File: src/rtl/trap_seq.sv
module trap_seq #(
  parameter int DW = 32,
  parameter int VW = 8,
  parameter logic [31:0] TABLE_BASE = 32'h0000_0800,
  parameter int IE_BIT = 4,
  parameter int FIXED_VECS = 6
) (
  input  logic          clk,
  input  logic          rst_n,
  input  logic          trig,
  input  logic [VW-1:0] vec,
  input  logic [DW-1:0] err_code,
  input  logic          ret_req,
  input  logic          sif,
  input  logic          cif,
  input  logic [DW-1:0] sp_in,
  input  logic [DW-1:0] flg_in,
  input  logic [DW-1:0] ip_in,
  output logic          mem_req,
  output logic          mem_we,
  output logic [DW-1:0] mem_addr,
  output logic [DW-1:0] mem_wdata,
  input  logic          mem_ack,
  input  logic [DW-1:0] mem_rdata,
  output logic [DW-1:0] sp_out,
  output logic [DW-1:0] flg_out,
  output logic [DW-1:0] ip_out,
  output logic          ctx_load,
  output logic          busy
);

  localparam logic [DW-1:0] WORD = DW'(4);
  localparam logic [DW-1:0] IE_MASK = DW'(1) << IE_BIT;
  localparam logic [DW-1:0] TBL_SPAN = DW'(4) << VW;

  typedef enum logic [2:0] {ST_IDLE, ST_PUSH, ST_TBL, ST_POP, ST_DONE} st_t;

  st_t           state;
  logic [1:0]    step;
  logic          is_entry;
  logic [DW-1:0] sp_r, flg_r, ip_r, sav_sp, err_r;
  logic [VW-1:0] vec_r;
  logic [DW-1:0] push_data;
  logic          take_int;

  assign take_int = (int'(vec) < FIXED_VECS) || flg_in[IE_BIT];

  always_comb begin
    case (step)
      2'd0:    push_data = sav_sp;
      2'd1:    push_data = flg_r;
      2'd2:    push_data = ip_r;
      default: push_data = err_r;
    endcase
  end

  assign mem_req   = (state == ST_PUSH) || (state == ST_TBL) || (state == ST_POP);
  assign mem_we    = (state == ST_PUSH);
  assign mem_addr  = (state == ST_PUSH) ? sp_r + WORD :
                     (state == ST_TBL)  ? TABLE_BASE + {{(DW-VW-2){1'b0}}, vec_r, 2'b00} :
                     sp_r;
  assign mem_wdata = (state == ST_PUSH) ? push_data : '0;
  assign sp_out    = sp_r;
  assign flg_out   = flg_r;
  assign ip_out    = ip_r;
  assign ctx_load  = (state == ST_DONE);
  assign busy      = (state != ST_IDLE);

  always_ff @(posedge clk) begin
    if (!rst_n) begin
      state    <= ST_IDLE;
      step     <= '0;
      is_entry <= 1'b0;
      sp_r     <= '0;
      flg_r    <= '0;
      ip_r     <= '0;
      sav_sp   <= '0;
      err_r    <= '0;
      vec_r    <= '0;
    end else begin
      case (state)
        ST_IDLE: begin
          step <= '0;
          if (trig && take_int) begin
            sp_r     <= sp_in;
            sav_sp   <= sp_in;
            flg_r    <= flg_in;
            ip_r     <= ip_in;
            err_r    <= err_code;
            vec_r    <= vec;
            is_entry <= 1'b1;
            state    <= ST_PUSH;
          end else if (ret_req) begin
            sp_r     <= sp_in - WORD;
            flg_r    <= flg_in;
            ip_r     <= ip_in;
            is_entry <= 1'b0;
            state    <= ST_POP;
          end else if (sif || cif) begin
            sp_r     <= sp_in;
            ip_r     <= ip_in;
            flg_r    <= sif ? (flg_in | IE_MASK) : (flg_in & ~IE_MASK);
            is_entry <= 1'b0;
            state    <= ST_DONE;
          end
        end
        ST_PUSH: if (mem_ack) begin
          sp_r <= sp_r + WORD;
          step <= step + 2'd1;
          if (step == 2'd3) state <= ST_TBL;
        end
        ST_TBL: if (mem_ack) begin
          ip_r          <= mem_rdata;
          flg_r[IE_BIT] <= 1'b0;
          state         <= ST_DONE;
        end
        ST_POP: if (mem_ack) begin
          step <= step + 2'd1;
          case (step)
            2'd0: begin ip_r  <= mem_rdata; sp_r <= sp_r - WORD; end
            2'd1: begin flg_r <= mem_rdata; sp_r <= sp_r - WORD; end
            default: begin sp_r <= mem_rdata; state <= ST_DONE; end
          endcase
        end
        default: state <= ST_IDLE;
      endcase
    end
  end

  assert_push_stride_R1: assert property (@(posedge clk) disable iff (!rst_n)
    (state == ST_PUSH && mem_ack && step != 2'd3) |=> (mem_addr == $past(mem_addr) + WORD));

  assert_tbl_range_R3: assert property (@(posedge clk) disable iff (!rst_n)
    (mem_req && !mem_we && is_entry) |-> (mem_addr >= TABLE_BASE && mem_addr < TABLE_BASE + TBL_SPAN));

  assert_entry_masks_R4: assert property (@(posedge clk) disable iff (!rst_n)
    (ctx_load && is_entry) |-> !flg_out[IE_BIT]);

  assert_reject_idle_R5: assert property (@(posedge clk) disable iff (!rst_n)
    (!busy && trig && !take_int && !ret_req && !sif && !cif) |=> !busy);

  assert_req_hold_R8: assert property (@(posedge clk) disable iff (!rst_n)
    (mem_req && !mem_ack) |=> (mem_req && $stable(mem_addr) && $stable(mem_we) && $stable(mem_wdata)));

  assert_load_pulse_R9: assert property (@(posedge clk) disable iff (!rst_n)
    ctx_load |=> !ctx_load);

  assert_req_busy_R9: assert property (@(posedge clk) disable iff (!rst_n)
    (mem_req || ctx_load) |-> busy);

endmodule

File: config.mk
export PLATFORM = sky130hd
export DESIGN_NAME = trap_seq
export DESIGN_NICKNAME = d
export VERILOG_FILES = /design/src/rtl/trap_seq.sv
export SDC_FILE = /design/constraint.sdc
export NUM_CORES = 1
export LEC_CHECK = 0
export ABC_CLOCK_PERIOD_IN_PS = 3300
export CAP_MARGIN = 20
export CORE_MARGIN = 2
export CORE_UTILIZATION = 41
export DETAILED_ROUTE_END_ITERATION = 8
export DONT_BUFFER_PORTS = 1
export SYNTH_ARGS = -nofsm -noshare
export SYNTH_HDL_FRONTEND = slang
export SYNTH_SLANG_ARGS = --single-unit
export TNS_END_PERCENT = 30
File: constraint.sdc
create_clock -name clk -period 3.3 [get_ports clk]
set_clock_uncertainty 0.2 [all_clocks]
set_input_delay 0.66 -clock clk [delete_from_list [all_inputs] [get_ports clk]]
set_output_delay 0.66 -clock clk [all_outputs]
set_load 0.01 [all_outputs]
==> results.sh <==
export IMPL_status="finished, final reports clean"
export IMPL_syn_num_nets=1685
export IMPL_clockBufferDepth=2
export IMPL_cts_tree="done"
export IMPL_grt_pass1_vias=11326
export IMPL_synth_edf_count=0
export IMPL_nNetsFinal=1663
export IMPL_wire_per_inst_microns=25.03
export IMPL_path_max_fanout=8
export IMPL_synth_top_family_by_area="compound AO/OA/AOI/OAI gates"
export IMPL_yosys_area_share_simple_pct=26.00
export IMPL_synth_area_leaders="dfxtp_1 32%, nand2_1 10%, nor2_1 5.6%"
export IMPL_cp_data_arrival_time_ns=2.34
export IMPL_port_buffers=0
export IMPL_final_setup_tns_ns=0
export IMPL_critPathLaunchType="register"
export IMPL_worst_path_buf_inv=0
export IMPL_swShare_pct=46.28
export IMPL_drive_gt1_share_pct=13.32
export IMPL_synth_compound_area_share_pct=27.37
export IMPL_hold_worst_slack_ns=0.1524
export IMPL_crit_type="register to output pin"
export IMPL_synth_cells=1503
export IMPL_critPathTopFamily="simple AND/OR/NAND/NOR gates"
export IMPL_vias=11745
export IMPL_post_route_drc_count=0
export IMPL_setup_viol=0
export IMPL_max_cap_violations=0
export IMPL_antenna_left=0
export IMPL_vdd_drop_max_v=0.0004793
export IMPL_cts_sinks=173
export IMPL_core_area_sq_mm=0.02606
export IMPL_syn_to_final_growth_pct=13.66
export IMPL_crit_path_end_kind="output pin"
export IMPL_clk_pin_slew_ns=0.08
export IMPL_power_frac_seq_pct=33.5
export IMPL_ys_seq_area_share_pct=31.75
export IMPL_synth_seq_cells=173
export IMPL_initial_core_util_pct=41.85
export IMPL_io_pins=339
export IMPL_synth_area_sq_mm=0.01091
export IMPL_cp_data_required_time_ns=2.44
export IMPL_die_area_sq_mm=0.02792
export IMPL_die_w_microns=167.1
export IMPL_postSynth_asyncResetShare_pct=0
export IMPL_slowest_stage="or4_4"
export IMPL_syn_avg_cell_area_sq_um=7.257
export IMPL_pwr_share_comb_pct=45.5
export IMPL_synthXorXnorAreaFrac_pct=4.898
export IMPL_max_stage_delay_ns=0.61
export IMPL_drt_pass1_iterations=6
export IMPL_synth_distinct_cells=71
export IMPL_period_minus_slack_ns=3.204
export IMPL_max_freq_mhz=312.1
export IMPL_grt_pass1_wl_microns=68690
export IMPL_antenna_found_initial=0
export IMPL_grt_max_degree=106
export IMPL_grt_overflow=0
export IMPL_die_y_microns=167.1
export IMPL_hpwlAfterDp_microns=33370
export IMPL_postCtsHoldBufs=0
export IMPL_drt_iter0_markers=1161
export IMPL_rsz0062_at_grt="true"
export IMPL_clockPowerShare_pct=21.0
export IMPL_finalWeightedCongestion=0.9218
export IMPL_min_path_type="input pin to register"
export IMPL_gr_usage_all_layers_pct=31.66
export IMPL_cts_max_level=4
export IMPL_switchingPower_mw=4.585
export IMPL_max_slew_margin_rel_pct=45.88
export IMPL_synth_fa_ha_area_share_pct=0.8030
export IMPL_synth_main_ff_cell="dfxtp_1"
export IMPL_report_final_hold_viol_count=0
export IMPL_yosys_warnings=0
export IMPL_n_antenna_cell=0
export IMPL_slew_viol_final=0
export IMPL_clk_latency_ns=0.43
export IMPL_power_density_mw_per_mm2=799.2
export IMPL_wirelength_microns=45780
export IMPL_fp_row_count=59
export IMPL_min_period_over_period_pct=97.09
export IMPL_cts_root_buf="clkbuf_16"
export IMPL_yosysTopAreaCellShare_pct=31.75
export IMPL_vias_per_cell=6.422
export IMPL_synth_top_cell_by_area="dfxtp_1"
export IMPL_leakage_nw=4.875
export IMPL_path_cells="nand4_1 -> or4_4 -> or4_1 -> a21oi_2 -> a21o_1"
export IMPL_p_int_mw=5.323
export IMPL_muxShareOfSynthArea_pct=3.315
export IMPL_numCtsBuffers=17
export IMPL_tightest_slew_ns=0.8118
-- timing repair --
item	CTS	global route
resized for setup	8	21
pin swaps	1	8
endpoints found under the setup margin	21	24
buffers inserted	2	2
-- power by group through the flow --
stage | registers, mW | logic (mW) | clock network, mW
detailed placement | 3.36 | 4.39 | 0
global route | 3.38 | 4.92 | 2.19
global placement | 3.34 | 4.34 | 0
CTS | 3.31 | 4.42 | 2.13
finish | 3.32 | 4.50 | 2.08
floorplan | 3.19 | 3.03 | 0
-- cell usage in the layout (no fill, tap or decap), types with 7 or more instances in the layout --
cell type	count
a31oi_1	13
a311oi_1	26
nand2b_1	7
or3_1	8
a222oi_1	32
o21ai_0	68
inv_1	12
o211ai_1	8
o22ai_1	11
dfxtp_1	170
nand4_1	17
o221a_2	10
or4_1	8
nor2_1	160
clkbuf_16	17
nor3_1	31
o221ai_1	7
a21boi_0	40
o211a_1	35
a211oi_1	15
mux2i_1	35
xor2_1	26
and3_1	7
nand2_1	299
buf_4	106
nor4_1	20
nand3_1	29
xnor2_1	35
a21oi_1	108
o31ai_1	7
-- metrics by stage --
step                power (mW)  area, sq um  instances  worst slack (ns)  utilization, %
floorplan                6.225        10910       1503            0.2401               -
global placement         7.680        11630       1793            0.3038           44.62
detailed placement       7.747        11630       1793            0.2951           44.62
CTS                      9.856        12280       1827          0.003653           47.13
global route             10.49        12400       1829          -0.03834           47.57
finish                   9.908        12400       1829           0.09592           47.57
-- kinds of logic (layout without fill, tap and decap cells) --
logic type	after synthesis	count (layout)
mux	36	36
xor+xnor	61	61
buf+inv	165	156
compound gates	424	424
fa+ha+maj	7	7
flops	173	173
simple gates	637	637
-- cell type report --
type	instances	area (sq um)
clock buffer	18	439.2
clock inverter	14	170.2
fill	2694	13660
inverter	14	56.30
multi-input combinational	1165	6973
sequential	173	3472
tap	335	419.2
timing repair buffer	110	867.1
-- metal layers --
layer | wire [microns] | vias up | GRT usage (%)
li1 | - | 5363 | -
met5 | 0 | - | 0
met1 | 17870 | 5645 | 38.46
met2 | 21270 | 625 | 51.83
met3 | 4409 | 112 | 8.769
met4 | 2224 | 0 | 15.18
-- state kept, by name, indices dropped and copies added, names as in the netlist --
| register | cells |
|---|---|
| err_r | 32 |
| step | 2 |
| ip_out | 32 |
| state | 3 |
| vec_r | 8 |
| flg_out | 32 |
| sav_sp | 32 |
| sp_out | 32 |
-- cell usage after synthesis (8+ instances only) --
library cell	instances
nor3_1	31
or3_1	9
nand4_1	17
o211a_1	35
clkbuf_1	126
buf_2	14
a311oi_1	26
buf_1	9
or4_1	9
inv_1	13
xor2_1	26
dfxtp_1	173
o31ai_1	8
xnor2_1	35
a222oi_1	32
and3_1	8
o22ai_1	11
nor4_1	23
nand2_1	299
o21ai_0	69
a31oi_1	13
nand2b_1	9
a21oi_1	110
mux2i_1	35
a21boi_0	40
a211oi_1	15
nor2_1	163
o221a_2	10
nand3_1	31
o211ai_1	8
-- path summary, 6_finish.rpt --
path	from	end	slack, ns	cells after the start
hold reg to reg	err_r[22]	err_r[22]	0.26	2
hold / removal	err_code[4]	err_r[4]	0.15	2
setup / recovery	sp_out[3]	mem_addr[27]	0.1	5
setup reg to reg	sp_out[2]	sp_out[30]	0.34	8
No activity file was read; power rests on OpenSTA's default activity.
